===== src/rtl/int_entry_pkg.sv =====
package int_entry_pkg;

    typedef enum logic [2:0] {
        SRC_SWINT = 3'd0,
        SRC_BRK   = 3'd1,
        SRC_OVF   = 3'd2,
        SRC_EXT   = 3'd3,
        SRC_EXC   = 3'd4
    } src_t;

    localparam logic [1:0] MD_REAL = 2'd0;
    localparam logic [1:0] MD_PROT = 2'd1;

    typedef enum logic [2:0] {
        IT_SS    = 3'd0,
        IT_RSP   = 3'd1,
        IT_FLAGS = 3'd2,
        IT_CS    = 3'd3,
        IT_RIP   = 3'd4,
        IT_ERR   = 3'd5
    } item_t;

    typedef enum logic [1:0] {
        ST_IDLE = 2'd0,
        ST_PUSH = 2'd1,
        ST_DONE = 2'd2
    } st_t;

endpackage


===== src/rtl/int_vec_resolve.sv =====
module int_vec_resolve
    import int_entry_pkg::*;
#(
    parameter int          VEC_W    = 8,
    parameter int          ADDR_W   = 64,
    parameter int          RSV_N    = 32,
    parameter logic [31:0] ERR_MASK = 32'h0002_7D00
) (
    input  logic [2:0]        src,
    input  logic [VEC_W-1:0]  imm_vec,
    input  logic [1:0]        mode,
    input  logic [ADDR_W-1:0] base,
    output logic [VEC_W-1:0]  vec,
    output logic [ADDR_W-1:0] desc_addr,
    output logic              has_err
);
    localparam int RSV_B = $clog2(RSV_N);

    logic [2:0] sh;

    always_comb begin
        unique case (src)
            3'(SRC_BRK): vec = VEC_W'(3);
            3'(SRC_OVF): vec = VEC_W'(4);
            default:     vec = imm_vec;
        endcase
    end

    always_comb begin
        unique case (mode)
            MD_REAL: sh = 3'd2;
            MD_PROT: sh = 3'd3;
            default: sh = 3'd4;
        endcase
        desc_addr = base + (ADDR_W'(vec) << sh);
    end

    always_comb begin
        has_err = 1'b0;
        if (src == 3'(SRC_EXC) && vec < VEC_W'(RSV_N))
            has_err = ERR_MASK[vec[RSV_B-1:0]];
    end

endmodule


===== src/rtl/int_push_plan.sv =====
module int_push_plan
    import int_entry_pkg::*;
(
    input  logic [1:0] mode,
    input  logic       priv_change,
    input  logic       has_err,
    output item_t      first_item,
    output item_t      last_item,
    output logic       do_switch,
    output logic       wide
);
    always_comb begin
        wide       = mode[1];
        do_switch  = mode[1] | ((mode == MD_PROT) & priv_change);
        first_item = do_switch ? IT_SS : IT_FLAGS;
        last_item  = has_err ? IT_ERR : IT_RIP;
    end
endmodule


===== src/rtl/int_item_mux.sv =====
module int_item_mux
    import int_entry_pkg::*;
#(
    parameter int ADDR_W = 64,
    parameter int DATA_W = 64,
    parameter int SEL_W  = 16,
    parameter int ERR_W  = 32
) (
    input  item_t             item,
    input  logic              wide,
    input  logic [SEL_W-1:0]  ss,
    input  logic [ADDR_W-1:0] rsp,
    input  logic [DATA_W-1:0] flags,
    input  logic [SEL_W-1:0]  cs,
    input  logic [ADDR_W-1:0] rip,
    input  logic [ERR_W-1:0]  err,
    output logic [DATA_W-1:0] data
);
    localparam int NARROW_W = 32;

    logic [DATA_W-1:0] raw;

    always_comb begin
        unique case (item)
            IT_SS:    raw = DATA_W'(ss);
            IT_RSP:   raw = DATA_W'(rsp);
            IT_FLAGS: raw = flags;
            IT_CS:    raw = DATA_W'(cs);
            IT_RIP:   raw = DATA_W'(rip);
            IT_ERR:   raw = DATA_W'(err);
            default:  raw = '0;
        endcase
        data = wide ? raw : DATA_W'(raw[NARROW_W-1:0]);
    end
endmodule


===== src/rtl/int_entry_seq.sv =====
module int_entry_seq
    import int_entry_pkg::*;
#(
    parameter int ADDR_W = 64,
    parameter int DATA_W = 64,
    parameter int SEL_W  = 16,
    parameter int ERR_W  = 32,
    parameter int VEC_W  = 8
) (
    input  logic              clk,
    input  logic              rst_n,
    input  logic              req_valid,
    input  logic [2:0]        req_src,
    input  logic [VEC_W-1:0]  req_vec,
    input  logic              req_fault,
    input  logic [1:0]        mode,
    input  logic              priv_change,
    input  logic [ADDR_W-1:0] idt_base,
    input  logic [SEL_W-1:0]  cur_ss,
    input  logic [ADDR_W-1:0] cur_rsp,
    input  logic [SEL_W-1:0]  cur_cs,
    input  logic [ADDR_W-1:0] cur_rip,
    input  logic [ADDR_W-1:0] next_rip,
    input  logic [DATA_W-1:0] cur_flags,
    input  logic [ERR_W-1:0]  err_code,
    input  logic [ADDR_W-1:0] new_rsp,
    output logic              busy,
    output logic              wr_valid,
    output logic [ADDR_W-1:0] wr_addr,
    output logic [DATA_W-1:0] wr_data,
    output logic              wr_size8,
    input  logic              wr_ack,
    output logic              done,
    output logic [VEC_W-1:0]  done_vec,
    output logic [ADDR_W-1:0] done_desc_addr,
    output logic [ADDR_W-1:0] done_rsp,
    output logic              done_switch
);
    localparam logic [ADDR_W-1:0] SLOT_WIDE   = ADDR_W'(8);
    localparam logic [ADDR_W-1:0] SLOT_NARROW = ADDR_W'(4);

    st_t state, nxt;

    logic [VEC_W-1:0]  a_vec;
    logic [ADDR_W-1:0] a_desc;
    logic              a_err;
    item_t             a_first, a_last;
    logic              a_switch, a_wide;
    logic              accept;

    logic [VEC_W-1:0]  r_vec;
    logic [ADDR_W-1:0] r_desc;
    item_t             r_last;
    item_t             idx;
    logic              r_switch, r_wide;
    logic [SEL_W-1:0]  r_ss, r_cs;
    logic [ADDR_W-1:0] r_rsp, r_rip, ptr;
    logic [DATA_W-1:0] r_flags;
    logic [ERR_W-1:0]  r_err;
    logic [ADDR_W-1:0] slot;
    logic [DATA_W-1:0] item_data;

    int_vec_resolve #(
        .VEC_W  (VEC_W),
        .ADDR_W (ADDR_W)
    ) u_vec (
        .src       (req_src),
        .imm_vec   (req_vec),
        .mode      (mode),
        .base      (idt_base),
        .vec       (a_vec),
        .desc_addr (a_desc),
        .has_err   (a_err)
    );

    int_push_plan u_plan (
        .mode        (mode),
        .priv_change (priv_change),
        .has_err     (a_err),
        .first_item  (a_first),
        .last_item   (a_last),
        .do_switch   (a_switch),
        .wide        (a_wide)
    );

    int_item_mux #(
        .ADDR_W (ADDR_W),
        .DATA_W (DATA_W),
        .SEL_W  (SEL_W),
        .ERR_W  (ERR_W)
    ) u_mux (
        .item  (idx),
        .wide  (r_wide),
        .ss    (r_ss),
        .rsp   (r_rsp),
        .flags (r_flags),
        .cs    (r_cs),
        .rip   (r_rip),
        .err   (r_err),
        .data  (item_data)
    );

    assign accept = req_valid && (state == ST_IDLE);
    assign slot   = r_wide ? SLOT_WIDE : SLOT_NARROW;

    // state register
    always_ff @(posedge clk) begin
        if (!rst_n) state <= ST_IDLE;
        else        state <= nxt;
    end

    // transitions: accept, ack-more, ack-last, release
    always_comb begin
        nxt = state;
        unique case (state)
            ST_IDLE: if (accept) nxt = ST_PUSH;
            ST_PUSH: if (wr_ack && idx == r_last) nxt = ST_DONE;
            ST_DONE: nxt = ST_IDLE;
            default: nxt = ST_IDLE;
        endcase
    end

    // outputs
    always_comb begin
        busy           = (state != ST_IDLE);
        wr_valid       = (state == ST_PUSH);
        done           = (state == ST_DONE);
        wr_addr        = ptr - slot;
        wr_data        = item_data;
        wr_size8       = r_wide;
        done_vec       = r_vec;
        done_desc_addr = r_desc;
        done_rsp       = ptr;
        done_switch    = r_switch;
    end

    // request capture and push walk
    always_ff @(posedge clk) begin
        if (!rst_n) begin
            r_vec    <= '0;
            r_desc   <= '0;
            r_last   <= IT_RIP;
            idx      <= IT_FLAGS;
            r_switch <= 1'b0;
            r_wide   <= 1'b0;
            r_ss     <= '0;
            r_cs     <= '0;
            r_rsp    <= '0;
            r_rip    <= '0;
            r_flags  <= '0;
            r_err    <= '0;
            ptr      <= '0;
        end else if (accept) begin
            r_vec    <= a_vec;
            r_desc   <= a_desc;
            r_last   <= a_last;
            idx      <= a_first;
            r_switch <= a_switch;
            r_wide   <= a_wide;
            r_ss     <= cur_ss;
            r_cs     <= cur_cs;
            r_rsp    <= cur_rsp;
            r_rip    <= (req_src == 3'(SRC_EXC) && req_fault) ? cur_rip : next_rip;
            r_flags  <= cur_flags;
            r_err    <= err_code;
            ptr      <= a_switch ? new_rsp : cur_rsp;
        end else if (state == ST_PUSH && wr_ack) begin
            ptr <= ptr - slot;
            if (idx != r_last) idx <= item_t'(idx + 3'd1);
        end
    end

endmodule


===== config.mk =====
export PLATFORM = sky130hd
export DESIGN_NAME = int_entry_seq
export DESIGN_NICKNAME = d
export VERILOG_FILES = /design/src/rtl/int_entry_pkg.sv /design/src/rtl/int_vec_resolve.sv /design/src/rtl/int_push_plan.sv /design/src/rtl/int_item_mux.sv /design/src/rtl/int_entry_seq.sv
export SDC_FILE = /design/constraint.sdc
export NUM_CORES = 1
export LEC_CHECK = 0
export BUFFER_PORTS_ARGS = -buffer_cell sky130_fd_sc_hd__clkbuf_2
export CORE_AREA = 4 4 282 284
export CTS_CLUSTER_SIZE = 20
export DETAILED_ROUTE_END_ITERATION = 7
export DIE_AREA = 0 0 286 288
export PLACE_DENSITY = 0.54
export SLEW_MARGIN = 10
export SYNTH_ARGS = -nofsm -noshare
export SYNTH_HDL_FRONTEND = slang
export SYNTH_SLANG_ARGS = --single-unit

===== constraint.sdc =====
create_clock -name clk -period 4.3 [get_ports clk]
set_input_delay 0.86 -clock clk [delete_from_list [all_inputs] [get_ports clk]]
set_output_delay 0.86 -clock clk [all_outputs]
set_load 0.03 [all_outputs]

After elaboration in Yosys (flattened, before gate mapping)
Memories as Yosys holds them, arrays and structs flattened.
Index checks and enable logic that the tools add are counted.
Word-level totals
  register bits: 402
  ROM bits: 32
  bits of input ports: 467
  output and inout bits: 269
  logic and storage cells: 70
  memories: 1
Memory list
  (no name shown): depth 32, width 1, rd ports 1, clocked after Yosys merged registers in 0, wr ports 0, line int_vec_resolve.sv:41  | has_err = ERR_MASK[vec[RSV_B-1:0]];
Cells by class
  $add $sub $neg: 3
  magnitude comparators: 2
  equal/unequal tests: 15
  shifts and indexed selects: 1
  multiplexer cells: 19
  bitwise logic cells: 2
  reduce and logical (&&, ||, !) cells: 13
Operator list (count)
  one-hot mux 64 bit (6 select lines): 1
  two-way mux 64 bit: 5
  adder 64 bit: 1
  << shifter 8 x 3 -> 64 bit: 1
  subtractor 64 x 4 -> 64 bit: 1
  one-hot mux 8 bit (2 select lines): 1
  equality test 3 x 2 -> 1 bit, second input constant: 3
  equality test 3 bit, second input constant: 3
  two-way mux 3 bit: 3
  < comparator 8 x 6 -> 1 bit, second input constant: 1
  equality test 3 x 1 -> 1 bit, second input constant: 2
  < comparator 5 x 6 -> 1 bit, second input constant: 1
  two-way mux 2 bit: 3
  one-hot mux 3 bit (2 select lines): 1
  nonzero test 2 bit: 3
  logical AND 1 bit: 5
  equality test 2 x 1 -> 1 bit, second input constant: 2
  logical NOT 2 bit: 2
  two-way mux 4 bit: 1
  one-hot mux 2 bit (2 select lines): 1
  AND reduction 2 bit: 2
  adder 3 x 1 -> 3 bit, second input constant: 1
  equality test 3 bit: 1
  logical NOT 3 bit: 1
  other kinds (7): 9

Logic depth before layout (Yosys ltp)
Gate-level depths: netlist of the first run.
  depth after elaboration: 6
  depth in mapped cells: 17
  depth with buffers taken out: 15

Hierarchy
A second synthesis of the first run with hierarchy kept.
Second synthesis, totals
  cell total of the unflattened synthesis: 2770
  area, all modules: 21730.8 um2
By module, submodules not included
  int_entry_seq: instances 1, cells an instance 2163, area each 17282.8 um2, seq. area each 8047.7 um2
  int_vec_resolve: instances 1, cells an instance 348, area each 2299.7 um2, seq. area each 0.0 um2
  int_item_mux: instances 1, cells an instance 249, area each 2083.2 um2, seq. area each 0.0 um2
  int_push_plan: instances 1, cells an instance 10, area each 65.1 um2, seq. area each 0.0 um2

Least setup slack after synthesis of the first run
Ideal clock, no wire load.
  path kind: input port to flip-flop
  from: input port req_src[2]
  to: register r_desc[57] (netlist: done_desc_addr[57])
  library setup time: 0.122 ns
  arrival: 3.822 ns
  data required time: 4.178 ns
  path slack: 0.356 ns
  stages: 17
  cells stage by stage: nand2b_1 > nor2b_1 > o21ai_0 > nor2_1 > a31oi_1 > nor2_1 > a21oi_1 > ha_1 > and2_1 > a21oi_1 > a21oi_1 > o21ai_0 > clkbuf_1 > clkbuf_1 > a21oi_1 > mux2i_1 > a311o_1
Between the ends
  cells in the longest elaborated chain, start to end: 4
  elaborated cells on any way between the ends: 5
Ends and longest elaborated chain
  from (decl): line int_entry_seq.sv:13  | input logic [2:0] req_src,
  equality test 3 x 2 -> 1 bit or equality test 3 x 1 -> 1 bit (tied branches): line int_vec_resolve.sv:22  | unique case (src)
  one-hot mux 8 bit (2 select lines) *: line int_vec_resolve.sv:22
  << shifter 8 x 3 -> 64 bit *: line int_vec_resolve.sv:35  | desc_addr = base + (ADDR_W'(vec) << sh);
  adder 64 bit *: line int_vec_resolve.sv:35
  to (signal assigned): line int_entry_seq.sv:155  | r_desc <= a_desc;
  to (decl): line int_entry_seq.sv:52  | logic [ADDR_W-1:0] r_desc;
Every way passes the cells marked *; elsewhere a longest branch is shown, timed or not.
A chain may end at the register's enable or synchronous reset.

Final worst setup path of the first run
  from: register r_wide (netlist: wr_size8)
  to: output port wr_addr[60]
Between the ends
  cells in the longest elaborated chain, start to end: 2
Ends and longest elaborated chain
  from (decl): line int_entry_seq.sv:55  | logic r_switch, r_wide;
  from (signal assigned): line int_entry_seq.sv:159  | r_wide <= a_wide;
  two-way mux 4 bit: line int_entry_seq.sv:104  | assign slot = r_wide ? SLOT_WIDE : SLOT_NARROW;
  subtractor 64 x 4 -> 64 bit: line int_entry_seq.sv:128  | wr_addr = ptr - slot;
  to (decl): line int_entry_seq.sv:29  | output logic [ADDR_W-1:0] wr_addr,
No other way between the ends.

==> report_table.html, run 1 <==
<table>
<tr><th>Metric</th><th>Value</th></tr>
<tr><th colspan="2">Clock tree</th></tr>
<tr><td>Bufs on Longest Clock Path</td><td>3</td></tr>
<tr><td>Master cell of the clock root buffer</td><td>clkbuf_16</td></tr>
<tr><td>Clock insertion delay at the later pin of the skew report</td><td>590 ps</td></tr>
<tr><td>CTS tree</td><td>done</td></tr>
<tr><td>CTS sink cnt</td><td>400</td></tr>
<tr><td>H-tree level count</td><td>2</td></tr>
<tr><td>Hold buffer count at cts</td><td>0</td></tr>
<tr><td>Reg clk slew, reported paths</td><td>roughly 50 ps</td></tr>
<tr><td>Total clock buffers created by CTS</td><td>between 40 and 50</td></tr>
<tr><th colspan="2">Critical path</th></tr>
<tr><td>Cells traversed along the worst timing path</td><td>inv_2 &gt; ha_4 &gt; fa_2 &gt; or4b_4 &gt; nor4_4 &gt; nand4_2 &gt; or3_4 &gt; nor4_4 &gt; xor2_1 &gt; buf_4</td></tr>
<tr><td>Worst endpoint required time</td><td>3440 ps</td></tr>
<tr><td>CP Class</td><td>reg2out</td></tr>
<tr><td>Crit. End Element</td><td>primary output</td></tr>
<tr><td>Largest driver fanout on the critical path</td><td>4</td></tr>
<tr><td>Worst stage delay on the critical path</td><td>490 ps</td></tr>
<tr><td>Worst path most repeated cell</td><td>nor4_4</td></tr>
<tr><td>FF-to-FF Start</td><td>wr_size8</td></tr>
<tr><td>Cell depth of the worst flop-to-flop path</td><td>10</td></tr>
<tr><td>Data arrival, critical path</td><td>3340 ps</td></tr>
<tr><td>Critical register-to-register path endpoint</td><td>done_rsp[60]</td></tr>
<tr><td>Minimum setup slack among reg-to-reg paths</td><td>1440 ps</td></tr>
<tr><td>Worst Setup Start Kind</td><td>flop</td></tr>
<tr><td>Standard cell with the maximum stage delay on the critical path</td><td>or4b_4</td></tr>
<tr><th colspan="2">Timing</th></tr>
<tr><td>Highest achievable clock rate</td><td>238.3 MHz</td></tr>
<tr><td>Setup total negative slack</td><td>0 ps</td></tr>
<tr><td>Final-layout worst hold slack</td><td>459.1 ps</td></tr>
<tr><td>Final Hold Fails</td><td>0</td></tr>
<tr><td>Clock skew after layout</td><td>19.96 ps</td></tr>
<tr><td>Count of final setup violators</td><td>0</td></tr>
<tr><td>Share of the clock period used by the worst path after layout</td><td>a little over nine tenths</td></tr>
<tr><td>Pins Over Slew Limit</td><td>0</td></tr>
<tr><td>Worst slew margin relative to its limit</td><td>between 20% and 30%</td></tr>
<tr><td>Setup repair after global routing missed its margin</td><td>true</td></tr>
<tr><td>Minimum clock period</td><td>4197 ps</td></tr>
<tr><td>Least-Margin Pin Slew</td><td>around 1100 ps</td></tr>
<tr><th colspan="2">Power and ir drop</th></tr>
<tr><td>Maximum VDD drop</td><td>between 0.0002 and 0.00025 V</td></tr>
<tr><td>Power Density</td><td>385.5 nW/um^2</td></tr>
<tr><td>Sum of internal, switching and leakage power</td><td>10.85 mW</td></tr>
<tr><td>Leakage power</td><td>12.60 nW</td></tr>
<tr><th colspan="2">Global routing</th></tr>
<tr><td>Wire length of the first global-routing pass</td><td>143.3 mm</td></tr>
<tr><td>Antenna violations before repair</td><td>16</td></tr>
<tr><td>Via count of the first global-routing pass</td><td>approximately 21000</td></tr>
<tr><td>Combined global-route utilization of all metal layers</td><td>between 20% and 30%</td></tr>
<tr><td>Grt ovf</td><td>0</td></tr>
<tr><td>Maximum number of pins on one net before global-route repair</td><td>127</td></tr>
<tr><th colspan="2">Cells and area</th></tr>
<tr><td>Fraction of layout cells with a size suffix above 1</td><td>29.22%</td></tr>
<tr><td>Cell area after layout</td><td>28150 um^2</td></tr>
<tr><td>Leading cell type in the layout, fill and taps excluded</td><td>clkbuf_2</td></tr>
<tr><td>Final-layout fill cell count</td><td>8315</td></tr>
<tr><td>Count of nets after finishing</td><td>3778</td></tr>
<tr><td>Top library cells by usage in the layout, fill and taps aside</td><td>clkbuf_2 (727), nand2_1 (689), dfxtp_1 (397), a21boi_0 (205), mux2i_1 (123)</td></tr>
<tr><td>Number of cells in the finished layout apart from fillers</td><td>4373</td></tr>
<tr><td>Syn-to-layout area delta</td><td>30.79%</td></tr>
<tr><th colspan="2">Hold path</th></tr>
<tr><td>Hold path startpoint</td><td>done_desc_addr[15]</td></tr>
<tr><td>Worst hold endpoint</td><td>done_desc_addr[15]</td></tr>
<tr><td>Count of cells along the worst hold path</td><td>2</td></tr>
<tr><td>Classification of the worst-slack hold path</td><td>reg2reg</td></tr>
<tr><th colspan="2">Routing</th></tr>
<tr><td>Wire length on met1</td><td>42.70 mm</td></tr>
<tr><td>Via-per-instance ratio</td><td>5.056</td></tr>
<tr><td>DRC violation count after routing</td><td>0</td></tr>
<tr><td>Initial DRC count</td><td>~1400</td></tr>
<tr><td>WL per Instance</td><td>23.02 um</td></tr>
<tr><td>Sum of routed wire length over all layers</td><td>100.6 mm</td></tr>
<tr><td>Routed Antenna Nets</td><td>0</td></tr>
<tr><td>Number of vias in the routed layout</td><td>22110</td></tr>
<tr><td>Sum of met2 wire segment lengths after detailed routing</td><td>45.48 mm</td></tr>
<tr><td>Total met3 wirelength after detailed routing</td><td>9.337 mm</td></tr>
<tr><td>Pre-Repair DR Iteration Count</td><td>8</td></tr>
<tr><td>Top Metal Used</td><td>met5</td></tr>
<tr><th colspan="2">Flow run</th></tr>
<tr><td>Maxcap violations</td><td>0</td></tr>
<tr><th colspan="2">Synthesis</th></tr>
<tr><td>FF+latch count, synth</td><td>400</td></tr>
<tr><td>Unique masters post-synth</td><td>76</td></tr>
<tr><td>Syn Area/Cell</td><td>8.157 um^2</td></tr>
<tr><td>Warnings from Yosys</td><td>0</td></tr>
<tr><td>Number of enable flip-flop cells after synthesis</td><td>0</td></tr>
<tr><td>Post-Synthesis Cell Area</td><td>21530 um^2</td></tr>
<tr><td>Post-synthesis cell count</td><td>2639</td></tr>
<tr><td>Fraction of registers with async set or reset after synthesis</td><td>0%</td></tr>
<tr><td>Proportion of synthesized chip area in sequential cells</td><td>37.20%</td></tr>
<tr><td>Most used flip-flop cell after synthesis</td><td>dfxtp_1</td></tr>
<tr><th colspan="2">Floorplanning</th></tr>
<tr><td>DIE WIDTH</td><td>between 200 and 300 um</td></tr>
<tr><td>Core area</td><td>77080 um^2</td></tr>
<tr><td>Top Ports</td><td>around 740</td></tr>
<tr><td>Area of the die</td><td>82370 um^2</td></tr>
<tr><td>Cell row count</td><td>102</td></tr>
<tr><td>Starting density of the core</td><td>27.92%</td></tr>
<tr><td>Die height</td><td>288 um</td></tr>
<tr><th colspan="2">Placement</th></tr>
<tr><td>Instance count after placement with tap cells included</td><td>4270</td></tr>
<tr><td>Global placement routability congestion</td><td>0.9116</td></tr>
<tr><td>Number of port buffers</td><td>735</td></tr>
<tr><td>Placed Instance Area</td><td>26390 um^2</td></tr>
<tr><td>Hpwl dp</td><td>76.97 mm</td></tr>
<tr><th colspan="2">Outcome</th></tr>
<tr><td>Outcome</td><td>completed</td></tr>
</table>
-- cell usage after synthesis, types with 5 or more instances --
master,n,area share (%)
nand2_1,692,12
a31oi_1,16,0.47
nand4b_1,6,0.24
mux2_2,39,2.0
and3_1,14,0.41
a211oi_1,13,0.45
a2111oi_0,9,0.37
mux2i_1,123,5.7
ha_1,22,1.3
o22ai_1,17,0.49
nand2b_1,5,0.15
a21o_1,7,0.24
a21oi_1,93,2.2
a311oi_1,8,0.33
o31ai_1,9,0.31
and2_1,17,0.49
o211ai_1,5,0.17
nor2_1,76,1.3
a21boi_0,205,7.1
inv_1,15,0.26
or4_1,14,0.49
nor3_1,30,0.70
nand4_1,18,0.52
nor4_1,19,0.55
nand3_1,52,1.2
xnor2_1,85,3.5
xor2_1,70,2.8
o211a_1,87,4.0
and4_1,10,0.41
or3_1,13,0.38
o21ai_0,83,1.9
clkbuf_1,187,3.3
a22oi_1,64,2.2
nor2b_1,13,0.38
a222oi_1,16,0.74
dfxtp_1,400,37
buf_1,14,0.24
-- flip-flops by register name (all words and copies together) (netlist names), 2 cells and up --
name and flops:
done_desc_addr 64, done_rsp 64, r_flags 64, r_rip 64
r_rsp 64, r_err 32, r_cs 16, r_ss 16
done_vec 8, idx 3, state 2
-- power breakdown --
| group | switching (mW) | total (mW) | internal, mW |
|---|---|---|---|
| Sequential | 0.247 | 4.23 | 3.98 |
| Clock | 1.76 | 4.06 | 2.30 |
| Combinational | 1.68 | 2.56 | 0.880 |
-- worst max-delay path, delay by kind of cell (launching register included) --
kind	cells	cell delay (ps)
simple gates	5	1570
fa+ha+maj	2	360
flops	1	320
buf+inv	2	270
xor+xnor	1	240
-- timing repair --
| item | in CTS | in global routing |
|---|---|---|
| setup endpoints to repair | 18 | 24 |
| endpoints found under the hold margin | 0 | 0 |
| buffers inserted | 5 | 1 |
| pin swaps | 6 | 7 |
| gates resized for setup | 18 | 26 |
-- through the flow --
| step | worst slack, ps | utilization, % |
|---|---|---|
| floorplan | 356.3 | - |
| global placement | 205.8 | 34.24 |
| detailed placement | 160.3 | 34.24 |
| CTS | -38.92 | 36.35 |
| global route | -15.04 | 36.51 |
| finish | 103.4 | 36.52 |
-- worst max-delay path by stage --
stage                from            endpoint  slack [ps]  cells past startpoint
6_report         wr_size8         wr_addr[60]         100                     10
5_1_grt          wr_size8         wr_addr[37]         -20                     10
4_1_cts          wr_size8         wr_addr[60]         -40                     10
3_5_place_dp   req_src[2]  done_desc_addr[52]         160                     17
3_3_place_gp   req_src[2]  done_desc_addr[44]         210                     17
2_1_floorplan  req_src[2]  done_desc_addr[57]         360                     17
-- layout make-up --
cell class	instances	area (um^2)	share of cell area, %
clock buffers	64	1333	4.733
multi-input cells	2020	12860	45.69
diodes	13	32.53	0.1156
clock inverters	20	191.4	0.6800
inverters	15	56.30	0.2000
well taps	1040	1301	4.622
flip-flops and latches	400	8011	28.46
repair buffers	801	4365	15.51
-- cell families after synthesis --
kind of cell / after synthesis / synth area share, %
multiplexers: 162 / 7.760
XOR/XNOR: 155 / 6.307
buffers and inverters: 224 / 4.034
AND/OR/NAND/NOR: 1012 / 20.94
flip-flops: 400 / 37.20
other: 1 / 0.01742
adder cells (fa/ha/maj): 24 / 1.465
AO/OA/AOI/OAI: 661 / 22.27
-- layer usage --
layer	global-route usage, %	vias to the layer above
met5	0	-
met4	7.600	4
met3	6.540	136
met2	36.10	900
met1	30.55	10480
li1	-	10590
Note: power is estimated with default switching activity, not from simulation.
==> inputs of run 2 (changes only) <==
- ABC_AREA: not set -> 1
- CORE_AREA: 4 4 282 284 -> 4 4 288 290
- DIE_AREA: 0 0 286 288 -> 0 0 292 294
- PLACE_DENSITY: 0.54 -> 0.53
- RECOVER_POWER: not set -> 100
==> run 2 against run 1 <==
- sequential power is essentially flat
- combinational power grew 16%
- critical path type unchanged
- largest power group is now the clock network
- die area grew 4.2%
- register-to-register slack lost 700 ps
- highest routed layer unchanged
- synthesized cell count grew 30%
- the flow now finishes with violations (capacitance limit, slew limit)
- clock skew grew 16 ps
- non-clock buffer count shrank 33
==> report_table.html, run 2 <==
<table>
<tr><th>Metric</th><th>Value</th></tr>
<tr><th colspan="2">Synthesis</th></tr>
<tr><td>Post-synthesis cell count</td><td>3426</td></tr>
<tr><td>Post-Synthesis Cell Area</td><td>22410 um^2</td></tr>
<tr><td>Area fraction of the dominant cell type after synthesis</td><td>35.74%</td></tr>
<tr><td>Unique masters post-synth</td><td>53</td></tr>
<tr><td>Syn Area/Cell</td><td>6.540 um^2</td></tr>
<tr><td>Fraction of registers with async set or reset after synthesis</td><td>0%</td></tr>
<tr><td>Ranking of synthesized cells by area</td><td>dfxtp_1 (36%), nand2_1 (13%), inv_1 (9.2%)</td></tr>
<tr><td>Proportion of synthesized chip area in sequential cells</td><td>35.74%</td></tr>
<tr><td>FF+latch count, synth</td><td>400</td></tr>
<tr><td>Leading cell types by count after synthesis</td><td>nand2_1 (755), inv_1 (551), nor2_1 (404)</td></tr>
<tr><td>Number of enable flip-flop cells after synthesis</td><td>0</td></tr>
<tr><td>Cell type with the largest total area after synthesis</td><td>dfxtp_1</td></tr>
<tr><td>Most used flip-flop cell after synthesis</td><td>dfxtp_1</td></tr>
<tr><td>Warnings from Yosys</td><td>0</td></tr>
<tr><td>Cell with the most instances after synthesis</td><td>nand2_1</td></tr>
<tr><th colspan="2">Placement</th></tr>
<tr><td>Number of port buffers</td><td>about 740</td></tr>
<tr><td>Minimum setup slack after placement</td><td>570.4 ps</td></tr>
<tr><td>Global placement routability congestion</td><td>approximately 0.98</td></tr>
<tr><td>Hpwl dp</td><td>between 90 and 100 mm</td></tr>
<tr><td>Placed Instance Area</td><td>27070 um^2</td></tr>
<tr><th colspan="2">Clock tree</th></tr>
<tr><td>Reg clk slew, reported paths</td><td>60 ps</td></tr>
<tr><td>H-tree level count</td><td>2</td></tr>
<tr><td>CTS tree</td><td>done</td></tr>
<tr><td>Bufs on Longest Clock Path</td><td>3</td></tr>
<tr><td>Gates resized, CTS repair</td><td>0</td></tr>
<tr><td>Buffers inserted during post-CTS setup optimization</td><td>0</td></tr>
<tr><td>Hold buffer count at cts</td><td>0</td></tr>
<tr><td>Master cell of the clock root buffer</td><td>clkbuf_16</td></tr>
<tr><td>Total clock buffers created by CTS</td><td>49</td></tr>
<tr><td>CTS sink cnt</td><td>400</td></tr>
<tr><td>Clock insertion delay at the later pin of the skew report</td><td>roughly 600 ps</td></tr>
<tr><th colspan="2">Timing</th></tr>
<tr><td>Worst slew margin relative to its limit</td><td>-17.15%</td></tr>
<tr><td>Setup repair after global routing missed its margin</td><td>false</td></tr>
<tr><td>Minimum clock period</td><td>roughly 4000 ps</td></tr>
<tr><td>Pins Over Slew Limit</td><td>around 320</td></tr>
<tr><td>Highest achievable clock rate</td><td>248.8 MHz</td></tr>
<tr><td>Least-Margin Pin Slew</td><td>1757 ps</td></tr>
<tr><td>Final Worst Setup Slack</td><td>281.2 ps</td></tr>
<tr><td>Final Hold Fails</td><td>0</td></tr>
<tr><td>Count of final setup violators</td><td>0</td></tr>
<tr><td>Share of the clock period used by the worst path after layout</td><td>93.46%</td></tr>
<tr><td>Setup total negative slack</td><td>0 ps</td></tr>
<tr><td>Clock skew after layout</td><td>35.78 ps</td></tr>
<tr><th colspan="2">Routing</th></tr>
<tr><td>WL per Instance</td><td>23.60 um</td></tr>
<tr><td>Initial DRC count</td><td>~1900</td></tr>
<tr><td>Routed Antenna Nets</td><td>0</td></tr>
<tr><td>Via-per-instance ratio</td><td>between 4 and 5</td></tr>
<tr><td>Sum of routed wire length over all layers</td><td>122.6 mm</td></tr>
<tr><td>Number of vias in the routed layout</td><td>25450</td></tr>
<tr><td>DRC violation count after routing</td><td>0</td></tr>
<tr><td>Pre-Repair DR Iteration Count</td><td>5</td></tr>
<tr><th colspan="2">Global routing</th></tr>
<tr><td>Combined global-route utilization of all metal layers</td><td>27.13%</td></tr>
<tr><td>Grt ovf</td><td>0</td></tr>
<tr><td>Wire length of the first global-routing pass</td><td>~170 mm</td></tr>
<tr><td>Via count of the first global-routing pass</td><td>24440</td></tr>
<tr><td>Antenna violations before repair</td><td>18</td></tr>
<tr><td>Maximum number of pins on one net before global-route repair</td><td>110</td></tr>
<tr><th colspan="2">Hold path</th></tr>
<tr><td>Hold path startpoint</td><td>err_code[20]</td></tr>
<tr><td>Classification of the worst-slack hold path</td><td>in2reg</td></tr>
<tr><th colspan="2">Cells and area</th></tr>
<tr><td>Leading cell type in the layout, fill and taps excluded</td><td>nand2_1</td></tr>
<tr><td>Fin util</td><td>approximately a third</td></tr>
<tr><td>Cell area after layout</td><td>28350 um^2</td></tr>
<tr><td>Area used by multi-input combinational logic</td><td>between 10000 and 15000 um^2</td></tr>
<tr><td>Final-layout fill cell count</td><td>9017</td></tr>
<tr><td>Count of nets after finishing</td><td>4581</td></tr>
<tr><td>Top library cells by usage in the layout, fill and taps aside</td><td>nand2_1 (755), inv_1 (553), clkbuf_2 (483), nor2_1 (406), dfxtp_1 (399)</td></tr>
<tr><td>Sequential cell area</td><td>8009 um^2</td></tr>
<tr><td>Fraction of layout cells with a size suffix above 1</td><td>17.52%</td></tr>
<tr><td>Syn-to-layout area delta</td><td>26.54%</td></tr>
<tr><th colspan="2">Critical path</th></tr>
<tr><td>Cells traversed along the worst timing path</td><td>inv_1 &gt; ha_1 &gt; fa_1 &gt; nand2_1 &gt; nor2_1 &gt; nand2_2 &gt; nor2_2 &gt; nand2_1 &gt; xor2_1 &gt; clkbuf_1</td></tr>
<tr><td>FF-to-FF Start</td><td>state[0]</td></tr>
<tr><td>Worst stage delay on the critical path</td><td>360 ps</td></tr>
<tr><td>Worst Setup Start Kind</td><td>flop</td></tr>
<tr><td>First element of the critical path</td><td>wr_size8</td></tr>
<tr><td>CP Capture Point</td><td>wr_addr[62]</td></tr>
<tr><td>Crit. End Element</td><td>primary output</td></tr>
<tr><td>CP Class</td><td>reg2out</td></tr>
<tr><td>Critical register-to-register path endpoint</td><td>done_rsp[17]</td></tr>
<tr><td>Cell depth of the worst flop-to-flop path</td><td>9</td></tr>
<tr><td>Worst endpoint required time</td><td>3440 ps</td></tr>
<tr><td>Minimum setup slack among reg-to-reg paths</td><td>740 ps</td></tr>
<tr><td>Worst path most repeated cell</td><td>nand2_1</td></tr>
<tr><td>Standard cell with the maximum stage delay on the critical path</td><td>fa_1</td></tr>
<tr><td>Largest driver fanout on the critical path</td><td>5</td></tr>
<tr><td>Data arrival, critical path</td><td>~3200 ps</td></tr>
<tr><th colspan="2">Power and ir drop</th></tr>
<tr><td>Power Density</td><td>between 400 and 500 nW/um^2</td></tr>
<tr><td>Sum of internal, switching and leakage power</td><td>11.59 mW</td></tr>
<tr><td>Leakage power</td><td>between 10 and 15 nW</td></tr>
<tr><td>Maximum VDD drop</td><td>0.0003624 V</td></tr>
<tr><th colspan="2">Outcome</th></tr>
<tr><td>Outcome</td><td>complete, but fails checks</td></tr>
<tr><td>Violations in the final reports</td><td>capacitance limit, slew limit</td></tr>
<tr><th colspan="2">Floorplanning</th></tr>
<tr><td>Area of the die</td><td>between 80000 and 90000 um^2</td></tr>
<tr><td>DIE WIDTH</td><td>around 290 um</td></tr>
<tr><td>Top Ports</td><td>736</td></tr>
<tr><td>Die height</td><td>slightly below 300 um</td></tr>
<tr><td>Core area</td><td>~80000 um^2</td></tr>
<tr><td>Starting density of the core</td><td>27.91%</td></tr>
<tr><td>Cell row count</td><td>104</td></tr>
<tr><th colspan="2">Flow run</th></tr>
<tr><td>Maxcap violations</td><td>7</td></tr>
</table>
run 2: changes by cell type in the layout (fill, tap and decap cells not counted), sizes merged, moves of 77 or more:
| cell | delta |
|---|---|
| a21boi | -200 |
| inv | +545 |
| mux2i | -123 |
| nand2 | +78 |
| nand3 | +94 |
| nor2 | +356 |
| o211a | -87 |
| o21ai | +236 |
| o22ai | +142 |
| xnor2 | -77 |
run 2: worst min path at each step:
stage / endpoint / slack [ps] / cells past startpoint
after floorplan: r_cs[0] / 420 / 2
after global placement: r_flags[10] / 430 / 2
after detailed placement: r_flags[10] / 430 / 2
after CTS: r_err[20] / 400 / 3
after global routing: r_err[16] / 430 / 3
final: r_err[20] / 440 / 3
run 2: cells by family (layout without fill, tap and decap cells):
family                   count (synthesis)  count (layout)  share of synthesized area (%)
AO/OA/AOI/OAI                          752             752                          19.91
XOR/XNOR                                48              48                          2.178
adder cells (fa/ha/maj)                 24              24                          1.407
buffers and inverters                  722            1417                          12.59
flip-flops                             400             400                          35.74
other                                    1              16                        0.01674
AND/OR/NAND/NOR                       1479            1479                          28.16
run 2: critical path: cells and delay by family, from the launching register on:
family	cells	cell delay [ps]
buffers and inverters	2	510
DFF	1	340
xor gates and xnor gates	1	360
adders and majority gates	2	570
and+or+nand+nor	5	790
run 2: area by class of cell:
cell class,count,area share [%]
clock buffers,67,4.916
clock inverters,20,1.033
well taps,1060,4.678
flip-flops and latches,400,28.25
diodes,10,0.08827
multi-input cells,2309,40.81
inverters,562,7.463
repair buffers,768,12.76
run 2: per-layer routing:
metal  up-vias  track usage (%)  share of wire [%]
met3       188            5.464                7.3
met4        16            10.84                4.5
met1     11820            33.27                 40
met2      1071            46.64                 48
met5         -                0              0.090
li1      12350                -                  -
run 2: metrics by stage:
| step | hold slack [ps] | cells |
|---|---|---|
| 5_1_grt | 426.6 | 5193 |
| 2_1_floorplan | 418.8 | 3431 |
| 3_3_place_gp | 433.5 | 5099 |
| 6_report | 437.9 | 5196 |
| 3_5_place_dp | 434.9 | 5099 |
| 4_1_cts | 402.8 | 5186 |
run 2: power breakdown:
part | switching (mW) | internal [mW] | total (mW)
registers | 0.230 | 4.00 | 4.23
clock network | 1.83 | 2.58 | 4.41
logic | 2.14 | 0.813 | 2.96
